--- config.mk ---
export PLATFORM = sky130hd
export DESIGN_NAME = frac_baud_gen
export DESIGN_NICKNAME = d
export VERILOG_FILES = /design/src/rtl/fbg_pkg.sv /design/src/rtl/fbg_adj_select.sv /design/src/rtl/fbg_sub_counter.sv /design/src/rtl/fbg_channel.sv /design/src/rtl/frac_baud_gen.sv
export SDC_FILE = /design/constraint.sdc
export NUM_CORES = 1
export LEC_CHECK = 0
export CAP_MARGIN = 20
export CORE_ASPECT_RATIO = 0.75
export CORE_MARGIN = 2
export CORE_UTILIZATION = 59
export CTS_BUF_LIST = sky130_fd_sc_hd__clkbuf_4 sky130_fd_sc_hd__clkbuf_8 sky130_fd_sc_hd__clkbuf_16
export DETAILED_ROUTE_END_ITERATION = 8
export PLACE_DENSITY = 0.85
export SLEW_MARGIN = 20
export SYNTH_ARGS = -nofsm -noshare
export SYNTH_HDL_FRONTEND = slang
export SYNTH_SLANG_ARGS = --single-unit
--- constraint.sdc ---
create_clock -name clk -period 6.45 [get_ports clk]
set_input_delay 1.29 -clock clk [delete_from_list [all_inputs] [get_ports clk]]
set_output_delay 1.29 -clock clk [all_outputs]
set_load 0.1 [all_outputs]
--- src/rtl/fbg_pkg.sv ---
package fbg_pkg;

    // Per-bit adjust code, two bits per frame position
    typedef enum logic [1:0] {
        ADJ_KEEP   = 2'd0,
        ADJ_WIDEN  = 2'd1,
        ADJ_INERT  = 2'd2,
        ADJ_NARROW = 2'd3
    } adj_code_e;

    typedef enum logic {
        GEN_IDLE = 1'b0,
        GEN_RUN  = 1'b1
    } gen_state_e;

    localparam int UNITS_NOMINAL = 16;
    localparam int UNIT_W        = 5;

    // Index of the final oversample unit of a bit for a given code
    function automatic logic [UNIT_W-1:0] last_unit(adj_code_e code);
        case (code)
            ADJ_WIDEN:  last_unit = UNIT_W'(UNITS_NOMINAL);
            ADJ_NARROW: last_unit = UNIT_W'(UNITS_NOMINAL - 2);
            default:    last_unit = UNIT_W'(UNITS_NOMINAL - 1);
        endcase
    endfunction

endpackage

--- src/rtl/fbg_adj_select.sv ---
module fbg_adj_select
    import fbg_pkg::*;
#(
    parameter int MAX_BITS = 12,
    parameter int IDX_W    = 4,
    parameter int ADJ_W    = 2 * MAX_BITS
) (
    input  logic [ADJ_W-1:0] adj_i,
    input  logic [IDX_W-1:0] len_i,
    input  logic [IDX_W-1:0] pos_i,
    output adj_code_e        code_o
);

    // Positions outside the frame, or beyond the word, fall back to KEEP
    always_comb begin
        code_o = ADJ_KEEP;
        for (int i = 0; i < MAX_BITS; i++) begin
            if ((pos_i == IDX_W'(i)) && (IDX_W'(i) < len_i)) begin
                code_o = adj_code_e'(adj_i[2*i +: 2]);
            end
        end
    end

endmodule

--- src/rtl/fbg_sub_counter.sv ---
module fbg_sub_counter #(
    parameter int DIV_W = 8
) (
    input  logic             clk,
    input  logic             rst,
    input  logic             restart_i,
    input  logic             run_i,
    input  logic [DIV_W-1:0] div_i,
    output logic             tick_o
);

    logic [DIV_W-1:0] cnt;

    assign tick_o = run_i && (cnt == div_i);

    always_ff @(posedge clk) begin
        if (rst) begin
            cnt <= '0;
        end else if (restart_i) begin
            cnt <= '0;
        end else if (run_i) begin
            cnt <= tick_o ? '0 : cnt + 1'b1;
        end
    end

    AST_TICK_GAP: assert property (@(posedge clk) disable iff (rst)
        (run_i && !restart_i && tick_o && (div_i != '0)) |=> !tick_o);

endmodule

--- src/rtl/fbg_channel.sv ---
module fbg_channel
    import fbg_pkg::*;
#(
    parameter int DIV_W    = 8,
    parameter int MAX_BITS = 12,
    parameter int IDX_W    = 4,
    parameter int ADJ_W    = 2 * MAX_BITS
) (
    input  logic             clk,
    input  logic             rst,
    input  logic             start_i,
    input  logic [DIV_W-1:0] div_i,
    input  logic [IDX_W-1:0] frame_len_i,
    input  logic [ADJ_W-1:0] adj_i,
    output logic             tick_o,
    output logic             bit_end_o,
    output logic [IDX_W-1:0] bit_idx_o
);

    gen_state_e        state;
    logic [DIV_W-1:0]  div_l;
    logic [ADJ_W-1:0]  adj_l;
    logic [IDX_W-1:0]  len_l;
    logic [UNIT_W-1:0] unit;
    logic [IDX_W-1:0]  pos;
    logic [UNIT_W-1:0] unit_last;
    adj_code_e         code;
    logic              running;
    logic              tick;

    assign running = (state == GEN_RUN);

    fbg_sub_counter #(.DIV_W(DIV_W)) u_sub (
        .clk       (clk),
        .rst       (rst),
        .restart_i (start_i),
        .run_i     (running),
        .div_i     (div_l),
        .tick_o    (tick)
    );

    fbg_adj_select #(
        .MAX_BITS (MAX_BITS),
        .IDX_W    (IDX_W),
        .ADJ_W    (ADJ_W)
    ) u_sel (
        .adj_i  (adj_l),
        .len_i  (len_l),
        .pos_i  (pos),
        .code_o (code)
    );

    assign unit_last = last_unit(code);
    assign tick_o    = tick;
    assign bit_end_o = tick && (unit == unit_last);
    assign bit_idx_o = pos;

    always_ff @(posedge clk) begin
        if (rst) begin
            state <= GEN_IDLE;
            div_l <= '0;
            adj_l <= '0;
            len_l <= '0;
            unit  <= '0;
            pos   <= '0;
        end else if (start_i) begin
            state <= GEN_RUN;
            div_l <= div_i;
            adj_l <= adj_i;
            len_l <= frame_len_i;
            unit  <= '0;
            pos   <= '0;
        end else if (running && tick) begin
            if (unit == unit_last) begin
                unit <= '0;
                if (pos != {IDX_W{1'b1}}) pos <= pos + 1'b1;
            end else begin
                unit <= unit + 1'b1;
            end
        end
    end

    AST_IDLE_SILENT: assert property (@(posedge clk) disable iff (rst)
        !running |-> (!tick_o && pos == '0));
    AST_RESTART_POS: assert property (@(posedge clk) disable iff (rst)
        start_i |=> (pos == '0 && unit == '0));
    AST_POS_STEP: assert property (@(posedge clk) disable iff (rst)
        (running && bit_end_o && !start_i && pos != {IDX_W{1'b1}})
        |=> (pos == IDX_W'($past(pos) + 1'b1)));
    AST_CFG_HELD: assert property (@(posedge clk) disable iff (rst)
        (running && !start_i) |=> ($stable(div_l) && $stable(adj_l) && $stable(len_l)));
    AST_UNIT_RANGE: assert property (@(posedge clk) disable iff (rst)
        running |-> (unit <= UNIT_W'(UNITS_NOMINAL)));

endmodule

--- src/rtl/frac_baud_gen.sv ---
module frac_baud_gen
    import fbg_pkg::*;
#(
    parameter int DIV_W    = 8,
    parameter int MAX_BITS = 12,
    parameter int IDX_W    = $clog2(MAX_BITS + 1),
    parameter int ADJ_W    = 2 * MAX_BITS
) (
    input  logic             clk,
    input  logic             rst,
    input  logic [DIV_W-1:0] div_i,
    input  logic [IDX_W-1:0] frame_len_i,
    input  logic             tx_start_i,
    input  logic [ADJ_W-1:0] tx_adj_i,
    input  logic             rx_start_i,
    input  logic [ADJ_W-1:0] rx_adj_i,
    output logic             tx_tick_o,
    output logic             tx_bit_end_o,
    output logic [IDX_W-1:0] tx_bit_idx_o,
    output logic             rx_tick_o,
    output logic             rx_bit_end_o,
    output logic [IDX_W-1:0] rx_bit_idx_o
);

    localparam int N_CH = 2;

    logic [N_CH-1:0]            start_v;
    logic [N_CH-1:0][ADJ_W-1:0] adj_v;
    logic [N_CH-1:0]            tick_v;
    logic [N_CH-1:0]            end_v;
    logic [N_CH-1:0][IDX_W-1:0] idx_v;

    assign start_v = {rx_start_i, tx_start_i};
    assign adj_v   = {rx_adj_i, tx_adj_i};

    for (genvar ch = 0; ch < N_CH; ch++) begin : g_ch
        fbg_channel #(
            .DIV_W    (DIV_W),
            .MAX_BITS (MAX_BITS),
            .IDX_W    (IDX_W),
            .ADJ_W    (ADJ_W)
        ) u_chan (
            .clk         (clk),
            .rst         (rst),
            .start_i     (start_v[ch]),
            .div_i       (div_i),
            .frame_len_i (frame_len_i),
            .adj_i       (adj_v[ch]),
            .tick_o      (tick_v[ch]),
            .bit_end_o   (end_v[ch]),
            .bit_idx_o   (idx_v[ch])
        );
    end

    assign tx_tick_o    = tick_v[0];
    assign tx_bit_end_o = end_v[0];
    assign tx_bit_idx_o = idx_v[0];
    assign rx_tick_o    = tick_v[1];
    assign rx_bit_end_o = end_v[1];
    assign rx_bit_idx_o = idx_v[1];

    AST_END_WITH_TICK: assert property (@(posedge clk) disable iff (rst)
        (tx_bit_end_o |-> tx_tick_o) and (rx_bit_end_o |-> rx_tick_o));

endmodule

Yosys cells after proc, flatten, opt, wreduce, memory -nomap -nowiden --
Cells that the tools add are included.
Storage, ports and cells: register bits after elaboration 108, input bits 64
Cells by class: add/subtract/negate cells 6, order comparisons 24, equal/unequal tests 32, multiplexer cells 30, reduce and logical (&&, ||, !) cells 36
Operators by type and width (count):
- 2-to-1 mux 2 bit | 24
- equality test 4 x 3 -> 1 bit, second input constant | 8
- equality test 4 bit, second input constant | 8
- less-than comparator 3 x 4 -> 1 bit, first input constant | 8
- less-than comparator 4 bit, first input constant | 8
- logical AND 1 bit | 30
- one-hot mux 5 bit (2 select lines) | 2
- adder 8 x 1 -> 8 bit, second input constant | 2
- equality test 4 x 2 -> 1 bit, second input constant | 4
- equality test 8 bit | 2
- less-than comparator 1 x 4 -> 1 bit, first input constant | 4
- less-than comparator 2 x 4 -> 1 bit, first input constant | 4
- 2-to-1 mux 8 bit | 2
- adder 5 x 1 -> 5 bit, second input constant | 2
- equality test 5 bit | 2
- 2-to-1 mux 5 bit | 2
- adder 4 x 1 -> 4 bit, second input constant | 2
- equality test 4 x 1 -> 1 bit, second input constant | 2
- zero test 4 bit | 2
- != test 4 bit, second input constant | 2
- AND reduction 3 bit | 2
- equality test 2 x 1 -> 1 bit, second input constant | 2
- equality test 2 bit, second input constant | 2
- OR reduction 2 bit | 2

Logic depth before layout (Yosys ltp) --
Gate-level depths: netlist of the first run.
word-level depth 18, gate-level depth with buffers 12

Hierarchy --
From an unflattened synthesis of the first run, not the netlist that was laid out.
Unflattened totals: cell total of the unflattened synthesis 626, area, all modules 5542.8 um2
By module, submodules not included:
- fbg_channel | times used 2, cells an instance 173, area an instance 1739.2 um2
- fbg_adj_select | times used 2, cells an instance 90, area an instance 578.1 um2
- fbg_sub_counter | times used 2, cells an instance 50, area an instance 454.2 um2

Worst setup path before layout of the first run --
No wires, ideal clock.
kind reg2out, start point register g_ch[0].u_chan.u_sub.cnt[2], end point output port tx_bit_end_o, arrival 4.779 ns, setup slack 0.381 ns, stages on the path, launching flop included 7, buffers on the path 0, cells stage by stage dfxtp_1 xor2_1 nor4_1 nand3_1 nor4_2 inv_1 nor2_1
On the way: longest elaborated chain between the ends 3
Ends and longest elaborated chain:
- start, declared | line fbg_sub_counter.sv:12 | logic [DIV_W-1:0] cnt;
- start signal, assigned | line fbg_sub_counter.sv:22 | cnt <= tick_o ? '0 : cnt + 1'b1;
- equality test 8 bit | line fbg_sub_counter.sv:14 | assign tick_o = run_i && (cnt == div_i);
- logical AND 1 bit | line fbg_sub_counter.sv:14
- named net tx_tick_o | line frac_baud_gen.sv:17 | output logic tx_tick_o,
- logical AND 1 bit | line fbg_channel.sv:55 | assign bit_end_o = tick && (unit == unit_last);
- end, declared | line frac_baud_gen.sv:18 | output logic tx_bit_end_o,
The timed path passes the listed nets, and every way through them passes these cells.

Worst setup path after layout of the first run --
start point register g_ch[1].u_chan.len_l[3], end point output port rx_bit_end_o
On the way: longest elaborated chain between the ends 18
Ends and longest elaborated chain:
- start, declared | line fbg_channel.sv:23 | logic [IDX_W-1:0] len_l;
- start signal, assigned | line fbg_channel.sv:70 | len_l <= frame_len_i;
- less-than comparator 1 x 4 -> 1 bit | line fbg_adj_select.sv:18 | if ((pos_i == IDX_W'(i)) && (IDX_W'(i) < len_i)) begin
- logical AND 1 bit | line fbg_adj_select.sv:18
- 2-to-1 mux 2 bit (11 in series) | line fbg_adj_select.sv:18
- 2-to-1 mux 2 bit * | line fbg_adj_select.sv:18
- equality test 2 bit or equality test 2 x 1 -> 1 bit (tied branches) | line fbg_pkg.sv:21 | case (code)
- one-hot mux 5 bit (2 select lines) * | line fbg_pkg.sv:21
- equality test 5 bit * | line fbg_channel.sv:55
- logical AND 1 bit * | line fbg_channel.sv:55
- end, declared | line frac_baud_gen.sv:21 | output logic rx_bit_end_o,
Mark *: on every way between the ends. The rest lies on a longest branch, timed or not.

==> results of run 1 <==
## state kept, by name, summed over array words and instances (netlist names)
signal                 cells
g_ch.u_chan.len_l          8
g_ch.u_chan.div_l         16
g_ch.u_chan.adj_l         48
g_ch.u_chan.unit          10
g_ch.u_chan.running        2
g_ch.u_chan.bit_idx_o      8
g_ch.u_chan.u_sub.cnt     16
## routing by layer
layer  routed length (um)  share of wire [%]
met5                    0                  0
met1                 6250                 47
met3                  809                6.1
met4                  137                1.0
met2                 6030                 46
## cell usage in the layout, fill, tap and decap left out, types with 12 or more instances in the layout
| master | instances |
|---|---|
| a21oi_1 | 19 |
| nand2_1 | 34 |
| ha_1 | 12 |
| nand3_1 | 21 |
| mux2i_1 | 81 |
| nor2_1 | 113 |
| xnor2_1 | 12 |
| xor2_1 | 21 |
| o21ai_0 | 17 |
| inv_1 | 19 |
| nand4_1 | 15 |
| clkdlybuf4s50_1 | 72 |
| dfxtp_1 | 108 |
## synth_stat cells, types with 3 or more instances
master	count
a21oi_1	19
buf_4	4
nand2b_1	6
o31a_1	3
nand4_1	15
or2_2	8
and3b_1	3
nand2_1	34
nand3_1	21
dfxtp_1	108
or4b_2	3
ha_1	12
nor4_1	3
nor3_1	9
xnor2_1	12
or3_1	4
nor3b_1	3
mux2i_1	81
nand4b_1	3
o21ai_0	17
nand3b_1	5
clkbuf_1	17
o211ai_1	5
buf_1	7
o2111ai_1	4
buf_6	3
nor2_1	113
inv_1	19
xor2_1	21
and3_1	3
## final cells by class
type / instances / share of cell area (%)
clock buffers: 9 / 3.42
clock inverters: 6 / 0.988
inverters: 19 / 1.08
multi-input cells: 464 / 47.6
flip-flops and latches: 108 / 32.8
well taps: 128 / 2.43
repair buffers: 78 / 11.6
## worst max-delay path, stage by stage (launching register included)
cell,delay (ps)
dfxtp_1,420
or3_4,460
a2111oi_2,360
o21ai_0,140
a211o_1,320
a31o_1,250
and2_1,180
o31a_1,370
nand2b_1,210
inv_1,110
clkdlybuf4s50_1,1150
## kinds of logic (layout without fill, tap and decap cells)
| logic type | Yosys count | in the layout | share of synthesized area (%) |
|---|---|---|---|
| mux | 85 | 85 | 15.6 |
| fa+ha+maj | 12 | 12 | 2.72 |
| flops | 108 | 108 | 39.1 |
| buf+inv | 50 | 112 | 4.08 |
| simple gates | 250 | 250 | 22.4 |
| xor+xnor | 33 | 33 | 5.23 |
| compound gates | 84 | 84 | 10.9 |
## worst paths after layout
path | cells past startpoint | slack [ps] | to | startpoint
worst max-delay path | 10 | 850 | rx_bit_end_o | g_ch[1].u_chan.len_l[3]
worst min-delay path | 2 | 500 | g_ch[1].u_chan.adj_l[19] | g_ch[1].u_chan.adj_l[19]
worst max register to register | 11 | 3250 | g_ch[0].u_chan.bit_idx_o[0] | g_ch[0].u_chan.bit_idx_o[0]
worst min register to register | 2 | 500 | g_ch[1].u_chan.adj_l[19] | g_ch[1].u_chan.adj_l[19]
## where the power goes
group	total [mW]	switching (mW)	internal (mW)	leakage, nW
clock	0.543	0.244	0.300	0.142
sequential	0.722	0.0271	0.695	0.885
combinational	0.153	0.0712	0.0814	1.64
## stage by stage
stage	util [%]	std cells	power (mW)	hold WS, ps	instance area, sq um
after floorplan	-	622	0.827	451	5520
after global placement	69.2	797	0.884	471	6290
after detailed placement	69.2	797	0.890	487	6290
after CTS	72.4	812	1.43	508	6580
after global routing	72.5	812	1.48	533	6580
final	72.5	812	1.42	501	6580
==> results.md, run 1 <==
- Status: completed
- Endpoints failing hold: 0
- Max-cap viol count: 0
- Detailed Route WL: 13.2 mm
- Slew @ Worst Pin: 992 ps
- Remaining DRCs: 0
- Clock Tree Buf Depth: 2
- Via count: 4,696
- Slew HR: 33.6%
- Final-layout fill cell count: 686
- Worst-Skew Late Latency: 350 ps
- Clock Tree Root: clkbuf_16
- Arrival @ worst endpoint: 4310 ps
- Antenna violations before repair: 0
- Hold crit path type: reg -> reg
- Resized Gates After CTS: 0
- Worst Path Required: 5160 ps
- Met2 usage: 42.6%
- First-pass GRT wire length: 21.6 mm
- CTS tree: done
- Multi-input logic area: 0.00314 sq mm
- Ys flop type: dfxtp_1
- Overall global routing resource usage: 27.0%
- Register area share after synthesis: 39.1%
- Area contributors post-synth: dfxtp_1 (39%), mux2i_1 (15%), nor2_1 (7.7%)
- Grt total ovfl: 0
- Area grow syn2layout: 19.2%
- Cell area after synthesis: 0.00552 sq mm
- Synth Register Bits: 108
- Pleak: 2.67 nW
- Core footprint: 0.00908 sq mm
- Die ar.: 0.0102 sq mm
- Place WS: 1250 ps
- CTS buffer count: 9
- Via-per-instance ratio: 5.78
- Rows: 30
- Iter 0 DRT Violations: 346
- Clk sinks: 108
- Number of flops mapped to enable cells by yosys: 0
- Share of the clock period used by the worst path: 86.8%
- Post-synth cell types: 74
- Vias in the first global route: 4,390
- Yosys Warn Count: 0
- Fmax: 179 MHz
- Met1 Track Usage GR: 37.4%
- Die width: 116 um
- Final #Nets: 756
- RD Place Congestion: 0.878
- Final ANT Viol Nets: 0
- Pwr/cell area: 215 mW/mm^2
- RSZ-0062 raised after global routing: no
- VDD IR-drop max: 0.000157 V
- Worst setup margin: 850 ps
- Post-synthesis async set-or-reset flop share: 0%
- Max-slew violation count: 0
- Hold-fix buffers, CTS: 0
- DP Wirelength: 9.66 mm
- Critical path type: reg -> out
- Synthesized instance count: 622
- Input/output buffers: 75
- Pin count of the biggest net entering global routing: 50
- Setup total negative slack: 0 ps
- Post-CTS Setup Bufs: 0
- Ant diodes: 0
- Met3 Usage GRT: 6.99%
- Final setup vio count: 0
- Global routing's busiest layer: met2
- Register area: 0.00216 sq mm
- Synthesized Nets: 698
- Ports: 76
- Clock Skews: 9.81 ps
- Die Ht: 87.8 um
- Syn_area_per_cell: 8.88 sq um
- Area share of the largest cell type after synthesis: 39.1%
- Starting Density: 60.8%
- Startpoint types: flop
- CP max FO: 13
- Share of cells above drive strength 1: 7.31%
- Drt pass-1 iters: 5
- Worst-path clk slew: 60 ps
- H-tree depth: 3
- Routed length per instance: 16.3 um
- Synth area leader: dfxtp_1
- Minimum clock period: 5600 ps
- Crit end category: primary output
(Power assumes the default switching activity.)
==> inputs of run 2 (changes only) <==
--- a/config.mk
+++ b/config.mk
@@ -9,9 +9,8 @@
 export CORE_ASPECT_RATIO = 0.75
 export CORE_MARGIN = 2
 export CORE_UTILIZATION = 59
-export CTS_BUF_LIST = sky130_fd_sc_hd__clkbuf_4 sky130_fd_sc_hd__clkbuf_8 sky130_fd_sc_hd__clkbuf_16
 export DETAILED_ROUTE_END_ITERATION = 8
-export PLACE_DENSITY = 0.85
+export PLACE_DENSITY = 0.93
 export SLEW_MARGIN = 20
 export SYNTH_ARGS = -nofsm -noshare
 export SYNTH_HDL_FRONTEND = slang
==> run 2 against run 1 <==
Compared with the run above: critical path depth unchanged; sequential power barely moved; non-clock buffer count unchanged; sequential share of layout area grew 0.050 points; global-route usage shrank 0.74 points; clock skew down 3.2 ps; count of clock-buffer cells in the layout grew 3; core utilization is 0.11 points lower; die area is the same; first-iteration DRC count fell by 8.7%.
==> results.md, run 2 (synthesis gave the netlist of run 1 again) <==
- Starting Density: 60.8% (unchanged)
- Input/output buffers: 75 (unchanged)
- RR Startpoint: g_ch[0].u_chan.bit_idx_o[0]
- Max-cap viol count: 0 (unchanged)
- RSZ-0062 raised after global routing: no
- Reg2Reg Depth: 11 (unchanged)
- Finished Cell Area: 0.00657 sq mm (-0.15%)
- Clock Skews: 6.57 ps (-3.24 ps)
- Via-per-instance ratio: 5.76 (-0.47%)
- Place WS: 1260 ps (+7.65 ps)
- Top flop regs: g_ch.u_chan.adj_l x48, g_ch.u_chan.div_l x16, g_ch.u_chan.u_sub.cnt x16
- Placed Cells: 796 (-0.13%)
- Antenna violations before repair: 0 (unchanged)
- Share of the clock period used by the worst path: 86.9% (about the same)
- Most frequent cells in the layout: nor2_1 (113), dfxtp_1 (108), mux2i_1 (81)
- Hold WS: 493 ps (-7.89 ps)
- DP Wirelength: 9.51 mm (-1.6%)
- Vias in the first global route: 4,494 (+2.4%)
- Share of cells above drive strength 1: 7.02% (-0.29 points)
- Hold crit path type: reg -> reg
- Area grow syn2layout: 19.0%
- Crit end category: primary output
- Worst-path cell chain: or4b_2 -> nand2_1 -> o21ai_0 -> a2111oi_0 -> o21ai_0 -> mux2i_1 -> o31a_1 -> nand2b_1 -> inv_1 -> clkdlybuf4s50_1
- Endpoints failing hold: 0 (unchanged)
- Overall global routing resource usage: 26.2% (-0.74 points)
- Tot Pwr: 1.38 mW (-2.7%)
- Setup crit end: rx_bit_end_o
- Pwr/cell area: 210 mW/mm^2 (-2.5%)
- Startpoint types: flop
- Final setup vio count: 0 (unchanged)
- Rows: 30 (unchanged)
- Routed length per instance: 16.1 um (-0.86%)
- Most common cell after layout, fill and taps aside: nor2_1
- Iter 0 DRT Violations: 316 (-8.7%)
- Fmax: 178 MHz (about the same)
- Worst Path Required: 5160 ps (about the same)
- Die ar.: 0.0102 sq mm (unchanged)
- Top reg by flops: g_ch.u_chan.adj_l
- Final core occ: 72.4% (-0.11 points)
- Largest register FFs: 48 (unchanged)
- RD Place Congestion: 0.892 (+1.6%)
- Pin count of the biggest net entering global routing: 52 (+4.0%)
- Drt pass-1 iters: 5 (unchanged)
- Buf+Inv Stages, Crit Path: 2 (unchanged)
- Clk sinks: 108 (unchanged)
- First-pass GRT wire length: 21.2 mm (-1.6%)
- Slew @ Worst Pin: 996 ps (+3.91 ps)
- Final ANT Viol Nets: 0 (unchanged)
- Most frequent cell on the critical path: o21ai_0
- Remaining DRCs: 0 (unchanged)
- CTS tree: done
- Reg-to-reg slack, setup: 3260 ps (about the same)
- Minimum clock period: 5610 ps (+5.35 ps)
- Core footprint: 0.00908 sq mm (unchanged)
- VDD IR-drop max: 0.000185 V (+18%)
- CTS buffer count: 9 (unchanged)
- CP startpoint: g_ch[1].u_chan.len_l[2]
- Hold-fix buffers, CTS: 0 (unchanged)
- Ant diodes: 0 (unchanged)
- Reg-to-reg endpoint: g_ch[0].u_chan.bit_idx_o[0]
- Stages on the worst setup path: 10 (unchanged)
- Detailed Route WL: 13.1 mm (-0.86%)
- Non-filler cells, final: 812 (unchanged)
- Clock Tree Root: clkbuf_16
- Post-place instance area: 0.00628 sq mm (-0.12%)
- Arrival @ worst endpoint: 4320 ps (about the same)
- Worst-path clk slew: 70 ps (about the same)
- Critical path type: reg -> out
- Status: completed
- Resized Gates After CTS: 0 (unchanged)
- Critical-path top delay cell: clkdlybuf4s50_1
- CP peak stage delay: 1140 ps (about the same)
- Worst-Skew Late Latency: 340 ps (about the same)
- Die width: 116 um (unchanged)
- H-tree depth: 3 (unchanged)
- Worst setup margin: 845 ps (-5.35 ps)
- Pleak: 2.65 nW (-0.51%)
- Clock Tree Buf Depth: 2 (unchanged)
- Post-CTS Setup Bufs: 0 (unchanged)
- Die Ht: 87.8 um (unchanged)
- CP top delay family: buffers and inverters
- Final-layout fill cell count: 690 (+0.58%)
- Ports: 76 (unchanged)
- Setup total negative slack: 0 ps (unchanged)
- Register area: 0.00216 sq mm (unchanged)
- Final #Nets: 756 (unchanged)
- Grt total ovfl: 0 (unchanged)
- Multi-input logic area: 0.00314 sq mm (unchanged)
- Slew HR: 33.4% (-0.26 points)
- Max-slew violation count: 0 (unchanged)
- CP max FO: 15 (+2)
- Via count: 4,674 (-0.47%)
-- run 2: cell count changes in the layout (fill, tap and decap cells not counted), sizes merged --
cell      previous run  this run
inv                 20        19
bufinv               1         0
clkbuf               9        12
clkinv               3         1
clkinvlp             1         2
-- run 2: final cells by class --
cell class,count,share of cell area (%)
Clock inverter,3,0.362
Sequential cell,108,32.9
Tap cell,128,2.44
Timing Repair Buffer,78,11.8
Inverter,19,1.09
Multi-Input combinational cell,464,47.7
Clock buffer,12,3.75
-- run 2: worst min path at each step --
stage / from / endpoint / slack [ps] / cells after the start
after floorplan: g_ch[1].u_chan.adj_l[5] / g_ch[1].u_chan.adj_l[5] / 450 / 2
after global placement: g_ch[1].u_chan.unit[1] / g_ch[1].u_chan.unit[1] / 470 / 2
after detailed placement: g_ch[1].u_chan.adj_l[2] / g_ch[1].u_chan.adj_l[2] / 480 / 2
after CTS: g_ch[1].u_chan.unit[1] / g_ch[1].u_chan.unit[1] / 490 / 2
after global routing: g_ch[1].u_chan.adj_l[2] / g_ch[1].u_chan.adj_l[2] / 520 / 2
final: g_ch[1].u_chan.adj_l[2] / g_ch[1].u_chan.adj_l[2] / 490 / 2
-- run 2: routing by layer --
layer	global-route usage (%)	vias up	share of wire, %
met5	0	-	0
met4	5.52	0	0.92
met1	34.2	2182	46
met3	6.02	12	6.4
li1	-	2321	-
met2	45.0	159	47
-- run 2: worst reg2reg max path: cells and delay by family (launching register included) --
kind	cells	cell delay (ps)
compound gates	3	550
buf+inv	1	120
fa+ha+maj	1	280
simple gates	3	940
mux	3	770
flops	1	420
-- run 2: power breakdown --
| part | switching, mW | internal, mW |
|---|---|---|
| clock | 0.233 | 0.271 |
| combinational | 0.0718 | 0.0819 |
| sequential | 0.0270 | 0.696 |
==> inputs of run 3 (changes only) <==
--- a/config.mk
+++ b/config.mk
@@ -6,7 +6,6 @@
 export NUM_CORES = 1
 export LEC_CHECK = 0
 export CAP_MARGIN = 20
-export CORE_ASPECT_RATIO = 0.75
 export CORE_MARGIN = 2
 export CORE_UTILIZATION = 59
 export DETAILED_ROUTE_END_ITERATION = 8
==> constraint.sdc (replaced) <==
create_clock -name clk -period 6.85 [get_ports clk]
set_input_delay 1.37 -clock clk [delete_from_list [all_inputs] [get_ports clk]]
set_output_delay 1.37 -clock clk [all_outputs]
set_load 0.1 [all_outputs]
==> run 3 against run 2 <==
Compared with the run above: worst hold slack improved by 11 ps; count of clock-buffer cells in the layout decreased by 3; flip-flop and latch count unchanged; total power fell by 11%; cell area fell by 1.7%; critical endpoint unchanged; non-clock buffer count decreased by 2; die area barely moved; clock skew increased by 6.3 ps; highest routed layer unchanged; register-to-register slack improved by 440 ps; final cell count shrank 2.2%; sequential share of layout area up 0.58 points.
==> results.md, run 3 (synthesis gave the netlist of run 1 again) <==
- Worst setup margin: 1180 ps (+338 ps)
- Fmax: 176 MHz
- Starting Density: 60.3% (-0.46 points)
- Worst Path Required: 5480 ps (+320 ps)
- Area grow syn2layout: 16.9%
- Final-layout fill cell count: 686 (-0.58%)
- Most common cell after layout, fill and taps aside: nor2_1
- Drt pass-1 iters: 5 (unchanged)
- Status: completed
- Worst-Skew Late Latency: 360 ps (+20 ps)
- Share of cells above drive strength 1: 7.17% (+0.16 points)
- Buf+Inv Stages, Crit Path: 2 (unchanged)
- H-tree depth: 3 (unchanged)
- Rows: 35 (+17%)
- Clock Skews: 12.9 ps (+6.33 ps)
- Share of the clock period used by the worst path: 82.7%
- Vias in the first global route: 4,613 (+2.6%)
- Startpoint types: flop
- Max-cap viol count: 0 (unchanged)
- Top flop regs: g_ch.u_chan.adj_l x48, g_ch.u_chan.div_l x16, g_ch.u_chan.u_sub.cnt x16
- CTS tree: done
- DP Wirelength: 9.35 mm (-1.7%)
- CP max FO: 15 (unchanged)
- Endpoints failing hold: 0 (unchanged)
- Detailed Route WL: 12.6 mm (-3.7%)
- Iter 0 DRT Violations: 337 (+6.6%)
- Grt total ovfl: 0 (unchanged)
- Final ANT Viol Nets: 0 (unchanged)
- Largest register FFs: 48 (unchanged)
- CP peak stage delay: 1140 ps (about the same)
- RSZ-0062 raised after global routing: no
- Place WS: 1590 ps (+339 ps)
- Post-CTS Setup Bufs: 0 (unchanged)
- Register area: 0.00216 sq mm (unchanged)
- Input/output buffers: 75 (unchanged)
- Clock Tree Root: clkbuf_8
- Minimum clock period: 5670 ps
- Critical-path top delay cell: clkdlybuf4s50_1
- Remaining DRCs: 0 (unchanged)
- Pleak: 2.62 nW (-1.3%)
- Slew @ Worst Pin: 1110 ps (+111 ps)
- Top reg by flops: g_ch.u_chan.adj_l
- VDD IR-drop max: 0.000108 V (-42%)
- Most frequent cells in the layout: nor2_1 (113), dfxtp_1 (108), mux2i_1 (81)
- Die ar.: 0.0102 sq mm (about the same)
- Hold-fix buffers, CTS: 0 (unchanged)
- First-pass GRT wire length: 20.9 mm (-1.5%)
- Critical path type: reg -> out
- Die width: 101 um (-13%)
- Max-slew violation count: 0 (unchanged)
- Arrival @ worst endpoint: 4300 ps (-20 ps)
- Final core occ: 70.6% (-1.8 points)
- Resized Gates After CTS: 0 (unchanged)
- Die Ht: 101 um (+15%)
- Final #Nets: 754 (-0.26%)
- Final setup vio count: 0 (unchanged)
- Crit end category: primary output
- Clock Tree Buf Depth: 2 (unchanged)
- RD Place Congestion: 0.873 (-2.1%)
- Routed length per instance: 15.9 um (-1.5%)
- CP top delay family: buffers and inverters
- Antenna violations before repair: 0 (unchanged)
- Ports: 76 (unchanged)
- Clk sinks: 108 (unchanged)
- Via-per-instance ratio: 5.95 (+3.4%)
- Core footprint: 0.00915 sq mm (+0.76%)
- Pwr/cell area: 190 mW/mm^2 (-9.4%)
- Overall global routing resource usage: 25.2% (-1.0 points)
- Multi-input logic area: 0.00314 sq mm (unchanged)
- Slew HR: 26.2% (-7.2 points)
- Setup total negative slack: 0 ps (unchanged)
- Pin count of the biggest net entering global routing: 46 (-12%)
- CTS buffer count: 9 (unchanged)
- Worst-path cell chain: or4b_2 -> nand4_1 -> o31ai_1 -> a211o_1 -> a31o_1 -> and2_1 -> o31a_1 -> nand2b_1 -> inv_1 -> clkdlybuf4s50_1
- Ant diodes: 0 (unchanged)
- Hold crit path type: reg -> reg
- Worst-path clk slew: 100 ps (+30 ps)
- Via count: 4,726 (+1.1%)
run 3: changes by cell type in the layout (fill, tap and decap cells not counted), sizes merged:
cell	before	now
bufinv	0	1
clkinvlp	2	0
buf	6	4
clkbuf	12	9
clkinv	1	2
inv	19	23
run 3: tightest hold or removal path, cell delays in order (launching register included):
cell	delay, ps
dfxtp_1	340
mux2i_1	70
nor2_1	70
run 3: cell type report:
| cell class | instances | area share [%] |
|---|---|---|
| flip-flops and latches | 108 | 33.5 |
| well taps | 111 | 2.15 |
| multi-input cells | 464 | 48.5 |
| inverters | 19 | 1.10 |
| clock inverters | 7 | 1.26 |
| clock buffers | 9 | 1.92 |
| repair buffers | 76 | 11.5 |
run 3: per-layer routing:
layer / wire, um / vias to the layer above / global-route usage [%]
li1: - / 2313 / -
met1: 5690 / 2248 / 32.6
met2: 6170 / 148 / 44.4
met3: 569 / 17 / 2.84
met4: 184 / 0 / 7.17
met5: 0 / - / 0
run 3: path summary, 6_finish.rpt:
check,start,endpoint,slack (ps),cells after the start
worst min-delay path,g_ch[1].u_chan.adj_l[8],g_ch[1].u_chan.adj_l[8],500,2
worst min register to register,g_ch[1].u_chan.adj_l[8],g_ch[1].u_chan.adj_l[8],500,2
worst max register to register,g_ch[0].u_chan.len_l[1],g_ch[0].u_chan.bit_idx_o[2],3700,9
worst max-delay path,g_ch[1].u_chan.len_l[2],rx_bit_end_o,1180,10
run 3: report_power, final:
part | switching, mW | internal [mW] | total [mW]
Combinational | 0.0673 | 0.0766 | 0.144
Sequential | 0.0254 | 0.655 | 0.680
Clock | 0.228 | 0.176 | 0.404
Total | 0.321 | 0.907 | 1.23
run 3: per-stage QoR:
| stage | instances | cell area, sq um | power [mW] | hold WS [ps] |
|---|---|---|---|---|
| after floorplan | 622 | 5520 | 0.779 | 451 |
| after global placement | 778 | 6250 | 0.831 | 476 |
| after detailed placement | 778 | 6250 | 0.837 | 481 |
| after CTS | 794 | 6460 | 1.24 | 507 |
| after global routing | 794 | 6460 | 1.28 | 544 |
| final | 794 | 6460 | 1.23 | 504 |
